--- src/rtl/tpwm_pkg.sv ---
package tpwm_pkg;

  typedef enum logic {
    CNT_EDGE   = 1'b0,
    CNT_CENTER = 1'b1
  } cnt_mode_e;

  // register offsets; duty registers follow OFS_DUTY0 one per phase
  localparam int unsigned OFS_PERIOD = 0;
  localparam int unsigned OFS_DUTY0  = 1;
  localparam int unsigned OFS_AFTER_DUTY_DEAD = 0;
  localparam int unsigned OFS_AFTER_DUTY_MODE = 1;
  localparam int unsigned OFS_AFTER_DUTY_SEL  = 2;
  localparam int unsigned OFS_AFTER_DUTY_PORT = 3;

endpackage

--- src/rtl/tpwm_regs.sv ---
module tpwm_regs
  import tpwm_pkg::*;
#(
  parameter int CNT_W  = 16,
  parameter int DT_W   = 8,
  parameter int NPH    = 3,
  parameter int ADDR_W = 3
) (
  input  logic                       clk,
  input  logic                       rst_n,
  input  logic                       wr_en,
  input  logic [ADDR_W-1:0]          wr_addr,
  input  logic [CNT_W-1:0]           wr_data,
  input  logic                       load_i,
  output logic [CNT_W-1:0]           per_act,
  output logic [NPH-1:0][CNT_W-1:0]  duty_act,
  output logic [DT_W-1:0]            dt_ticks,
  output cnt_mode_e                  mode,
  output logic [2*NPH-1:0]           out_sel,
  output logic [2*NPH-1:0]           port_val
);

  localparam int NOUT     = 2 * NPH;
  localparam int A_DEAD   = OFS_DUTY0 + NPH + OFS_AFTER_DUTY_DEAD;
  localparam int A_MODE   = OFS_DUTY0 + NPH + OFS_AFTER_DUTY_MODE;
  localparam int A_SEL    = OFS_DUTY0 + NPH + OFS_AFTER_DUTY_SEL;
  localparam int A_PORT   = OFS_DUTY0 + NPH + OFS_AFTER_DUTY_PORT;

  logic [CNT_W-1:0]          per_sh_q, per_sh_d, per_act_q, per_act_d;
  logic [NPH-1:0][CNT_W-1:0] duty_sh_q, duty_sh_d, duty_act_q, duty_act_d;
  logic [DT_W-1:0]           dt_q, dt_d;
  cnt_mode_e                 mode_q, mode_d;
  logic [NOUT-1:0]           sel_q, sel_d, port_q, port_d;

  always_comb begin
    per_sh_d   = per_sh_q;
    duty_sh_d  = duty_sh_q;
    dt_d       = dt_q;
    mode_d     = mode_q;
    sel_d      = sel_q;
    port_d     = port_q;
    if (wr_en) begin
      if (wr_addr == ADDR_W'(OFS_PERIOD)) per_sh_d = wr_data;
      for (int i = 0; i < NPH; i++) begin
        if (wr_addr == ADDR_W'(OFS_DUTY0 + i)) duty_sh_d[i] = wr_data;
      end
      if (wr_addr == ADDR_W'(A_DEAD)) dt_d   = wr_data[DT_W-1:0];
      if (wr_addr == ADDR_W'(A_MODE)) mode_d = cnt_mode_e'(wr_data[0]);
      if (wr_addr == ADDR_W'(A_SEL))  sel_d  = wr_data[NOUT-1:0];
      if (wr_addr == ADDR_W'(A_PORT)) port_d = wr_data[NOUT-1:0];
    end
  end

  // buffered values move to the active set only at a period boundary
  always_comb begin
    per_act_d  = per_act_q;
    duty_act_d = duty_act_q;
    if (load_i) begin
      per_act_d  = per_sh_q;
      duty_act_d = duty_sh_q;
    end
  end

  always_ff @(posedge clk or negedge rst_n) begin
    if (!rst_n) begin
      per_sh_q   <= '0;
      duty_sh_q  <= '0;
      per_act_q  <= '0;
      duty_act_q <= '0;
      dt_q       <= '0;
      mode_q     <= CNT_EDGE;
      sel_q      <= '0;
      port_q     <= '0;
    end else begin
      per_sh_q   <= per_sh_d;
      duty_sh_q  <= duty_sh_d;
      per_act_q  <= per_act_d;
      duty_act_q <= duty_act_d;
      dt_q       <= dt_d;
      mode_q     <= mode_d;
      sel_q      <= sel_d;
      port_q     <= port_d;
    end
  end

  assign per_act  = per_act_q;
  assign duty_act = duty_act_q;
  assign dt_ticks = dt_q;
  assign mode     = mode_q;
  assign out_sel  = sel_q;
  assign port_val = port_q;

endmodule

--- src/rtl/tpwm_timebase.sv ---
module tpwm_timebase
  import tpwm_pkg::*;
#(
  parameter int CNT_W    = 16,
  parameter int TICK_DIV = 2
) (
  input  logic             clk,
  input  logic             rst_n,
  input  cnt_mode_e        mode,
  input  logic [CNT_W-1:0] per_act,
  output logic             tick,
  output logic [CNT_W-1:0] cnt,
  output logic             boundary
);

  localparam int PRE_W = (TICK_DIV > 1) ? $clog2(TICK_DIV) : 1;

  generate
    if (TICK_DIV > 1) begin : g_pre
      logic [PRE_W-1:0] pre_q, pre_d;
      always_comb begin
        if (pre_q == PRE_W'(TICK_DIV - 1)) pre_d = '0;
        else                               pre_d = pre_q + PRE_W'(1);
      end
      always_ff @(posedge clk or negedge rst_n) begin
        if (!rst_n) pre_q <= '0;
        else        pre_q <= pre_d;
      end
      assign tick = (pre_q == PRE_W'(TICK_DIV - 1));
    end else begin : g_nopre
      assign tick = 1'b1;
    end
  endgenerate

  logic [CNT_W-1:0] cnt_q, cnt_d;
  logic             up_q, up_d;
  logic             wrap;
  logic [CNT_W:0]   cnt_inc;

  assign cnt_inc = {1'b0, cnt_q} + (CNT_W+1)'(1);

  always_comb begin
    cnt_d = cnt_q;
    up_d  = up_q;
    wrap  = 1'b0;
    if (tick) begin
      if (mode == CNT_EDGE) begin
        up_d = 1'b1;
        if (cnt_inc >= {1'b0, per_act}) begin
          wrap  = 1'b1;
          cnt_d = '0;
        end else begin
          cnt_d = cnt_inc[CNT_W-1:0];
        end
      end else if (per_act == '0) begin
        wrap  = 1'b1;
        cnt_d = '0;
        up_d  = 1'b1;
      end else if (up_q) begin
        cnt_d = cnt_inc[CNT_W-1:0];
        if (cnt_inc >= {1'b0, per_act}) up_d = 1'b0;
      end else if (cnt_q <= CNT_W'(1)) begin
        wrap  = 1'b1;
        cnt_d = '0;
        up_d  = 1'b1;
      end else begin
        cnt_d = cnt_q - CNT_W'(1);
      end
    end
  end

  always_ff @(posedge clk or negedge rst_n) begin
    if (!rst_n) begin
      cnt_q <= '0;
      up_q  <= 1'b1;
    end else begin
      cnt_q <= cnt_d;
      up_q  <= up_d;
    end
  end

  assign cnt      = cnt_q;
  assign boundary = wrap;

endmodule

--- src/rtl/tpwm_phase.sv ---
module tpwm_phase #(
  parameter int CNT_W    = 16,
  parameter int DT_W     = 8,
  parameter int TICK_DIV = 2
) (
  input  logic             clk,
  input  logic             rst_n,
  input  logic [CNT_W-1:0] cnt,
  input  logic [CNT_W-1:0] per_act,
  input  logic [CNT_W-1:0] duty,
  input  logic [DT_W-1:0]  dt_ticks,
  output logic             hi,
  output logic             lo
);

  localparam int DTC_W = DT_W + $clog2(TICK_DIV) + 1;

  logic             raw;
  logic             raw_q, raw_d;
  logic [DTC_W-1:0] dtc_q, dtc_d;
  logic [DTC_W-1:0] dt_load;

  assign raw     = (duty != '0) && ((duty >= per_act) || (cnt < duty));
  assign dt_load = DTC_W'(dt_ticks) * DTC_W'(TICK_DIV);

  // any change of the compare result restarts the guard interval
  always_comb begin
    raw_d = raw;
    dtc_d = dtc_q;
    if (raw != raw_q)        dtc_d = dt_load;
    else if (dtc_q != '0)    dtc_d = dtc_q - DTC_W'(1);
  end

  always_ff @(posedge clk or negedge rst_n) begin
    if (!rst_n) begin
      raw_q <= 1'b0;
      dtc_q <= '0;
    end else begin
      raw_q <= raw_d;
      dtc_q <= dtc_d;
    end
  end

  assign hi = raw_q  && (dtc_q == '0);
  assign lo = !raw_q && (dtc_q == '0);

endmodule

--- src/rtl/tri_phase_pwm.sv ---
module tri_phase_pwm
  import tpwm_pkg::*;
#(
  parameter int CNT_W    = 16,
  parameter int DT_W     = 8,
  parameter int TICK_DIV = 2,
  parameter int NPH      = 3,
  parameter int ADDR_W   = 3
) (
  input  logic                clk,
  input  logic                rst_n,
  input  logic                wr_en,
  input  logic [ADDR_W-1:0]   wr_addr,
  input  logic [CNT_W-1:0]    wr_data,
  input  logic                force_off,
  output logic [2*NPH-1:0]    pwm_out
);

  localparam int NOUT = 2 * NPH;

  logic [CNT_W-1:0]          per_act;
  logic [NPH-1:0][CNT_W-1:0] duty_act;
  logic [DT_W-1:0]           dt_ticks;
  cnt_mode_e                 mode;
  logic [NOUT-1:0]           out_sel, port_val;
  logic                      tick, boundary;
  logic [CNT_W-1:0]          cnt;
  logic [NPH-1:0]            gen_hi, gen_lo;
  logic [NOUT-1:0]           gen_pins;
  logic [NOUT-1:0]           out_q, out_d;

  tpwm_regs #(
    .CNT_W (CNT_W),
    .DT_W  (DT_W),
    .NPH   (NPH),
    .ADDR_W(ADDR_W)
  ) i_regs (
    .clk     (clk),
    .rst_n   (rst_n),
    .wr_en   (wr_en),
    .wr_addr (wr_addr),
    .wr_data (wr_data),
    .load_i  (boundary),
    .per_act (per_act),
    .duty_act(duty_act),
    .dt_ticks(dt_ticks),
    .mode    (mode),
    .out_sel (out_sel),
    .port_val(port_val)
  );

  tpwm_timebase #(
    .CNT_W   (CNT_W),
    .TICK_DIV(TICK_DIV)
  ) i_timebase (
    .clk     (clk),
    .rst_n   (rst_n),
    .mode    (mode),
    .per_act (per_act),
    .tick    (tick),
    .cnt     (cnt),
    .boundary(boundary)
  );

  generate
    for (genvar p = 0; p < NPH; p++) begin : g_phase
      tpwm_phase #(
        .CNT_W   (CNT_W),
        .DT_W    (DT_W),
        .TICK_DIV(TICK_DIV)
      ) i_phase (
        .clk     (clk),
        .rst_n   (rst_n),
        .cnt     (cnt),
        .per_act (per_act),
        .duty    (duty_act[p]),
        .dt_ticks(dt_ticks),
        .hi      (gen_hi[p]),
        .lo      (gen_lo[p])
      );
      assign gen_pins[2*p]   = gen_hi[p];
      assign gen_pins[2*p+1] = gen_lo[p];
    end
  endgenerate

  always_comb begin
    for (int k = 0; k < NOUT; k++) begin
      if (force_off)       out_d[k] = 1'b0;
      else if (out_sel[k]) out_d[k] = port_val[k];
      else                 out_d[k] = gen_pins[k];
    end
  end

  always_ff @(posedge clk or negedge rst_n) begin
    if (!rst_n) out_q <= '0;
    else        out_q <= out_d;
  end

  assign pwm_out = out_q;

  // tick is consumed inside the timebase; kept visible for the checker
  logic tick_seen;
  assign tick_seen = tick;

endmodule

--- config.mk ---
export PLATFORM = sky130hd
export DESIGN_NAME = tri_phase_pwm
export DESIGN_NICKNAME = d
export VERILOG_FILES = /design/src/rtl/tpwm_pkg.sv /design/src/rtl/tpwm_regs.sv /design/src/rtl/tpwm_timebase.sv /design/src/rtl/tpwm_phase.sv /design/src/rtl/tri_phase_pwm.sv
export SDC_FILE = /design/constraint.sdc
export NUM_CORES = 1
export LEC_CHECK = 0
export ABC_CLOCK_PERIOD_IN_PS = 4400
export CORE_AREA = 2 2 234 236
export DETAILED_ROUTE_END_ITERATION = 7
export DIE_AREA = 0 0 236 238
export PLACE_DENSITY = 0.47
export SLEW_MARGIN = 10
export SYNTH_ARGS = -nofsm -noshare
export SYNTH_HDL_FRONTEND = slang
export SYNTH_HIERARCHICAL = 1
export SYNTH_SLANG_ARGS = --single-unit
--- constraint.sdc ---
create_clock -name clk -period 4.4 [get_ports clk]
set_input_delay 0.88 -clock clk [delete_from_list [all_inputs] [get_ports clk]]
set_output_delay 0.88 -clock clk [all_outputs]
set_load 0.01 [all_outputs]
======== After elaboration in Yosys (flattened, before gate mapping) ========
Cells that the tools add are included.
storage, ports and cells
  bits in registers ....................... 206
  bits of input ports ..................... 23
  output and inout port bits .............. 6
  logic and storage cells ................. 117
cells by class
  add/sub/neg operators ................... 6
  reduce and logical (&&, ||, !) cells .... 37
  multiplexer cells ....................... 34
  equal/unequal tests ..................... 10
  magnitude comparators ................... 8
operator list
  operator                                                                 count
  16-bit two-way mux                                                       5
  10-bit two-way mux                                                       6
  16-bit >= comparator                                                     3
  16-bit < comparator                                                      3
  16-bit nonzero test                                                      3
  10-bit zero test                                                         3
  10-bit nonzero test                                                      3
  10-bit by 1-bit subtractor with 10-bit output (second input constant)    3
  1-bit two-way mux                                                        23
  16-bit by 1-bit adder with 17-bit output (second input constant)         1
  17-bit by 16-bit >= comparator with 1-bit output                         1
  16-bit by 1-bit <= comparator with 1-bit output (second input constant)  1
  16-bit zero test                                                         1
  2-bit AND reduction                                                      8
  16-bit by 1-bit subtractor with 16-bit output (second input constant)    1
  3-bit equality test (second input constant)                              4
  1-bit logical AND                                                        9
  3-bit by 2-bit equality test with 1-bit output (second input constant)   2
  2-bit nonzero test                                                       3
  3-bit by 1-bit equality test with 1-bit output (second input constant)   1
  1-bit zero test                                                          3
  3-bit zero test                                                          1
  1-bit logical OR                                                         3
  1-bit inequality test                                                    3
  1-bit adder (second input constant)                                      1

======== Logic depth before layout (Yosys ltp) ========
Gate-level depths: netlist (run 1).
  depth in word-level cells ............... 6
  depth in mapped cells ................... 15
  depth with buffers taken out ............ 13

======== By module ========
The synthesis (run 1) kept the hierarchy.
modules (own cells, without submodules)
  module                               sequential area each (sq um)  area each (sq um)  instances  cells each
  tpwm_regs                            3728.6                        5677.9             1          324
  tpwm_phase (g_phase[0].i_phase ...)  275.3                         1795.5             2          242
  tpwm_timebase                        451.7                         1970.6             1          260
  tpwm_phase (g_phase[1].i_phase)      275.3                         1784.2             1          234
  tri_phase_pwm                        150.1                         232.7              1          18

======== Worst setup path after synthesis (run 1) ========
OpenSTA, ideal clock, no wires.
  path kind ............................... reg2reg
  start ................................... register i_timebase.cnt_q[3] (netlist: i_timebase/cnt[3])
  end ..................................... register i_regs.duty_act_q, in the netlist i_regs/duty_act[0]
  buffers on the path ..................... 3
  arrival time ............................ 3548 ps
  setup time .............................. 125 ps
  stages on the path, launching flop included .. 16
  required time ........................... 4275 ps
  period minus slack after synthesis ...... 3672 ps
  path slack .............................. 728 ps
  cells stage by stage .................... dfrtp_1 -> clkbuf_1 -> and2_1 -> nand4_1 -> inv_1 -> nand4_1 -> xnor2_1 -> ha_1 -> nand3_1 -> nor2_1 -> or4_1 -> a211oi_2 -> nor2_1 -> clkbuf_1 -> buf_2 -> mux2_2
between the ends
  cells in the longest elaborated chain, start to end .. 6
  elaborated cells on any way between the ends .. 9
  those cells by class .................... add/sub: 1; order compare: 2; mux: 6
ends and longest elaborated chain
  item                                                                              RTL line             text
  from (decl)                                                                       tpwm_timebase.sv:35  logic [CNT_W-1:0] cnt_q, cnt_d;
  from (signal assigned)                                                            tpwm_timebase.sv:77  cnt_q <= cnt_d;
  branches (longest 4 deep; another with 16-bit by 1-bit adder with 17-bit output)  -
  1-bit two-way mux *                                                               tpwm_timebase.sv:47  if (mode == CNT_EDGE) begin
  1-bit two-way mux *                                                               tpwm_timebase.sv:46  if (tick) begin
  via boundary                                                                      tri_phase_pwm.sv:26  logic tick, boundary;
  to (signal assigned)                                                              tpwm_regs.sv:78      duty_act_q <= duty_act_d;
  to (decl)                                                                         tpwm_regs.sv:30      logic [NPH-1:0][CNT_W-1:0] duty_sh_q, duty_sh_d, duty_act_q, duty_act_d;
Mark *: on every way through the listed nets, which the timed path passes.
A chain may end at the register's enable or synchronous reset.

======== Worst setup path in the final report (run 1) ========
  start ................................... register i_timebase.cnt_q[1] (netlist: i_timebase/cnt[1])
  end ..................................... register i_regs.duty_act_q, in the netlist i_regs/duty_act[37]
Same word-level chain as after synthesis.

==> impl_metrics.yaml, run 1 <==
clock_network:
  ctsLongestPathBuffers: 3
  postCtsHoldBufs: 0
  cts_resized: 0
  post_cts_buffers: 0
  tritoncts: "done"
  insertion_delay_ps: 550
  h-tree-depth: 1
  clk_pin_slew_worst_paths_ps: 60
  cts.root.buffer_cell: "clkbuf_16"
  cts_sinks: 206
  cts_buffers: 25
placed_design:
  place_area_mm2: 0.01433
  io_buffers: 28
  hpwl_mm: 27.62
  place_ws_ps: 403.2
  gp_congestion: 0.8639
  dpl.cell_count: 2017
synthesis:
  synth_cell_type_count: 82
  syn-num-nets: 1458
  ys_seq_area_frac: 0.3890
  synth-async-reset-ratio: 1.000
  syn_area_per_cell_um2: 10.04
  synth_area_leaders: "dfrtp_1 39%, mux2_2 12%, ha_1 11%"
  postSynthCellCount: 1320
  yosysTopAreaCellShare: 0.3870
  syn_area_mm2: 0.01326
  synth-main-ff-cell: "dfrtp_1"
  ys_warn_count: 6
  synth_most_common_cell: "dfrtp_1"
  yosysTopAreaCell: "dfrtp_1"
  ys_ff_latch: 206
  synth-edff-count: 0
  synth_common_cells: "205 x dfrtp_1, 144 x mux2_2, 137 x inv_1"
power_and_ir_drop:
  vdd_ir_drop_max_v: 0.0003461
  power_frac_comb: 0.483
  power.switching_uw: 4884
  p_clk_frac: 0.200
  sw_frac_of_total: 0.4338
  powerDensity_mw_per_mm2: 739.7
  seq_power_share: 0.317
  p_int_uw: 6375
  total_leakage_power_uw: 0.006657
grt:
  antenna_found_initial: 0
  grt_max_degree: 93
  grt-ovfl-total: 0
  grt_pass1_wl_mm: 59.47
  grt_pass1_vias: 10220
  track_usage: 0.1333
sta:
  setup_tns_ps: 0
  worst_pin_slew_ps: 994.2
  fin_skew_ps: 15.14
  final.setup.worst_slack_ps: 360.2
  rsz0062_at_grt: "false"
  max_freq_ghz: 0.2475
  hold_viol: 0
  holdWs_ps: 362.8
  slew_headroom: 0.3277
  setup_viol: 0
  maxSlewViolCount: 0
  period_minus_slack_ps: 4040
  finalCritPeriodShare: 0.9181
run:
  cap_violations: 0
worst_setup_path:
  critical_path_class: "reg2reg"
  worst_setup_path_end_kind: "flop"
  critPathMaxFanout: 64
  startpoint_type: "flop"
  worstPathRequired_ps: 4820
  arrival_ps: 4460
die:
  die_w_um: 236
  rows: 85
  core_area_mm2: 0.05350
  initial_core_util: 0.2478
  ios: 29
  die_area_mm2: 0.05617
  chipHeight_um: 238
detailed_routing:
  drtIter0Drc: 719
  dr.pass1.iters: 5
  num_vias: 10190
  drc: 0
  drt-total-wl_mm: 37.20
  ant_nets: 0
  wl_per_cell_um: 18.04
  post_drt_via_cell_ratio: 4.941
layout:
  final_area_mm2: 0.01522
  fin_nets: 1486
  final_cells: 2062
  antenna_cells: 0
  syn2layout_area_growth_pct: 14.83
  drive_above_1_share: 0.1845
worst_hold_path:
  min-delay-path-class: "in2async"
status:
  outcome: "finished clean"
==> metrics by stage <==
step,total power [uW],utilization
final,11260,0.2846
after global routing,12260,0.2846
after CTS,11340,0.2846
after detailed placement,9032,0.2679
after global placement,8852,0.2679
after floorplan,7300,-
==> final timing paths <==
check / start / end / slack (ps) / cells past startpoint
max in group asynchronous: rst_n / i_timebase/cnt[6]$_DFFE_PN0P_ / 3060 / 2
min in group clk: i_regs/duty_sh_q[7]$_DFFE_PN0P_ / i_regs/duty_act[7]$_DFFE_PN0P_ / 500 / 1
hold reg to reg: i_regs/duty_sh_q[7]$_DFFE_PN0P_ / i_regs/duty_act[7]$_DFFE_PN0P_ / 500 / 1
setup reg to reg: i_timebase/cnt[1]$_DFFE_PN0P_ / i_regs/duty_act[37]$_DFFE_PN0P_ / 360 / 13
setup / recovery: i_timebase/cnt[1]$_DFFE_PN0P_ / i_regs/duty_act[37]$_DFFE_PN0P_ / 360 / 13
hold / removal: rst_n / i_timebase/tick$_DFF_PN0_ / 360 / 1
==> worst max-delay path: stages, from the launching register on <==
cell      delay, ps
dfrtp_1         550
ha_1            330
and3_1          310
nand2_1          80
nor2_1          120
xor2_1          250
ha_1            290
a21oi_1         150
nor2_1           50
or4_1           550
a211oi_2        500
nor2_4           90
buf_12          210
mux2_2          330
==> cell usage in the layout (no fill, tap or decap), types with 17 or more instances in the layout <==
cell type	instances
mux2_2	144
inv_1	137
buf_4	17
nor4_1	31
dfrtp_1	205
a221oi_1	21
clkdlybuf4s50_1	27
clkbuf_16	25
ha_1	115
nand4_1	19
xnor2_1	25
o21ai_0	52
o211ai_1	20
a21oi_1	68
nand2_1	123
nor3_1	20
nor2_1	65
==> kinds of logic (layout without fill, tap and decap cells) <==
group / after synthesis / after routing / synth area share
and+or+nand+nor: 348 / 348 / 0.1403
AOI/OAI and AO/OA: 262 / 262 / 0.1346
DFF: 206 / 206 / 0.3890
buffers and inverters: 186 / 232 / 0.05965
muxes: 170 / 170 / 0.1461
adders and majority gates: 115 / 115 / 0.1085
xor gates and xnor gates: 33 / 33 / 0.02180
==> flip-flops by register name, summed over array words and instances (netlist names), 3 cells and up <==
name and flops:
g_phase.i_phase/dtc_q 30, g_phase.i_phase/raw_q 3, i_regs/dt_ticks 8, i_regs/duty_act 48
i_regs/duty_sh_q 48, i_regs/out_sel 6, i_regs/per_act 16, i_regs/per_sh_q 16
i_regs/port_val 6, i_timebase/cnt 16, pwm_out 6
==> final cells by class <==
class	instances	area [um2]
inverters	140	525.5
flip-flops and latches	206	5156
clock inverters	14	215.2
clock buffers	31	678.2
multi-input cells	928	7323
repair buffers	47	452.9
well taps	696	870.8
fillers	5546	38270
==> power by group through the flow <==
stage	Sequential [uW]	Clock (uW)	Combinational, uW
2_1_floorplan	3140	0	4160
3_3_place_gp	3590	0	5270
3_5_place_dp	3610	0	5420
4_1_cts	3580	2310	5450
5_1_grt	3690	2400	6170
6_report	3570	2250	5440
==> routing by layer <==
metal  global-route usage  vias up  share of wire
met4              0.04748        0          0.032
met2               0.2139      198           0.46
li1                     -     4850              -
met3              0.01631       62          0.033
met1               0.1844     5078           0.48
met5                    0        -              0
No activity file was read; power rests on OpenSTA's default activity.
==> inputs of run 2 (changes only) <==
- REMOVE_ABC_BUFFERS: not set -> 1
- SETUP_SLACK_MARGIN: not set -> 0.2
==> run 2 against run 1 <==
Wire length about the same. Sequential share of layout area down 0.15 points. Clock-buffer cell count up 1. Combinational power about the same. Largest cell class unchanged.
==> impl_metrics.yaml, run 2 (same netlist as run 1, synthesis figures left out) <==
layout:
  final_cell_mix: "205 x dfrtp_1, 144 x mux2_2, 137 x inv_1"
  antenna_cells: 0
  fin_nets: 1486
  final_cells: 2062
  final_area_mm2: 0.01529
  drive_above_1_share: 0.1845
  mostFrequentLayoutCell: "dfrtp_1"
  syn2layout_area_growth_pct: 15.35
power_and_ir_drop:
  vdd_ir_drop_max_v: 0.0002786
  powerDensity_mw_per_mm2: 746.9
  p_total_uw: 11420
  total_leakage_power_uw: 0.006695
sta:
  worst_pin_slew_ps: 912.7
  finalCritPeriodShare: 0.8927
  period_minus_slack_ps: 3928
  rsz0062_at_grt: "false"
  setup_viol: 0
  setup_tns_ps: 0
  max_freq_ghz: 0.2546
  hold_viol: 0
  fin_skew_ps: 9.572
  slew_headroom: 0.3893
  maxSlewViolCount: 0
worst_setup_path:
  arrival_ps: 4360
  worstPathRequired_ps: 4830
  startpoint_type: "flop"
  worst_setup_path_end_kind: "flop"
  critPathMaxFanout: 64
  critPathMaxStageDelay_ps: 600
  crit_chain: "ha_1 -> and3_1 -> nand2_1 -> nor2_1 -> xor2_1 -> ha_1 -> a21oi_1 -> nor2_1 -> or4_1 -> a211oi_4 -> nor2_4 -> buf_12 -> mux2_2"
  crit_family: "simple AND/OR/NAND/NOR gates"
  slowest_stage: "or4_1"
  crit_buf_inv: 1
  critical_path_class: "reg2reg"
detailed_routing:
  dr.pass1.iters: 5
  post_drt_via_cell_ratio: 4.952
  drt-total-wl_mm: 37.22
  drtIter0Drc: 702
  ant_nets: 0
  wl_per_cell_um: 18.05
  drc: 0
  num_vias: 10210
clock_network:
  cts_buffers: 26
  clk_pin_slew_worst_paths_ps: 60
  h-tree-depth: 1
  tritoncts: "done"
  cts.root.buffer_cell: "clkbuf_16"
  ctsLongestPathBuffers: 3
  cts_sinks: 206
  postCtsHoldBufs: 0
  insertion_delay_ps: 550
status:
  outcome: "finished clean"
placed_design:
  place_area_mm2: 0.01432
  io_buffers: 28
  dpl.cell_count: 2016
  hpwl_mm: 27.14
  gp_congestion: 0.8098
die:
  rows: 85
  core_area_mm2: 0.05350
  chipHeight_um: 238
  initial_core_util: 0.2478
  ios: 29
  die_area_mm2: 0.05617
  die_w_um: 236
run:
  cap_violations: 0
grt:
  track_usage: 0.1327
  grt-ovfl-total: 0
  grt_pass1_vias: 10200
  antenna_found_initial: 0
  grt_max_degree: 107
  grt_pass1_wl_mm: 59.29
worst_hold_path:
  min-delay-path-class: "in2async"
run 2: cell types whose count changed in the layout (fill, tap and decap cells not counted), sizes merged:
cell      delta
inv          -2
bufinv       +2
clkinvlp     -3
clkbuf       +1
buf          -1
clkinv       +3
run 2: area by class of cell:
class / instances / area [um2]
Timing Repair Buffer: 46 / 445.4
Tap cell: 696 / 870.8
Clock buffer: 32 / 703.2
Sequential cell: 206 / 5156
Inverter: 140 / 525.5
Multi-Input combinational cell: 928 / 7331
Clock inverter: 14 / 259.0
Fill cell: 5595 / 38200
run 2: per-layer routing:
metal	vias up	share of wire	global-route usage
met5	-	0	0
li1	4844	-	-
met2	203	0.46	0.2186
met1	5123	0.48	0.1842
met3	41	0.039	0.01516
met4	0	0.020	0.03551
run 2: path summary, 6_finish.rpt:
kind                            slack (ps)                        startpoint  cells after the start                                       to
worst max-delay path                   470     i_timebase/cnt[0]$_DFFE_PN0P_                     13           i_regs/duty_act[0]$_DFFE_PN0P_
worst min-delay path                   370                             rst_n                      1                  i_regs/mode$_DFFE_PN0P_
worst max register to register         470     i_timebase/cnt[0]$_DFFE_PN0P_                     13           i_regs/duty_act[0]$_DFFE_PN0P_
worst min register to register         500  i_regs/duty_sh_q[24]$_DFFE_PN0P_                      1          i_regs/duty_act[24]$_DFFE_PN0P_
max in group asynchronous             3140                             rst_n                      2  g_phase[1].i_phase/dtc_q[1]$_DFFE_PN0P_
min in group clk                       500  i_regs/duty_sh_q[24]$_DFFE_PN0P_                      1          i_regs/duty_act[24]$_DFFE_PN0P_
run 2: stage by stage:
stage               hold slack (ps)  setup WS (ps)  utilization
floorplan                     473.7          -1133            -
global placement              479.8          549.0       0.2677
detailed placement            488.4          498.6       0.2677
CTS                           402.7          441.0       0.2857
global route                  417.2          247.1       0.2858
finish                        365.6          471.9       0.2858
run 2: where the power goes:
group,switching (uW),internal (uW)
clock,852,1540
sequential,997,2580
combinational,3060,2400
run 2: what timing repair did:
item                                    in CTS  in global routing
gates resized for setup                      0                  1
setup buffers                                0                  0
endpoints found under the setup margin       0                 59
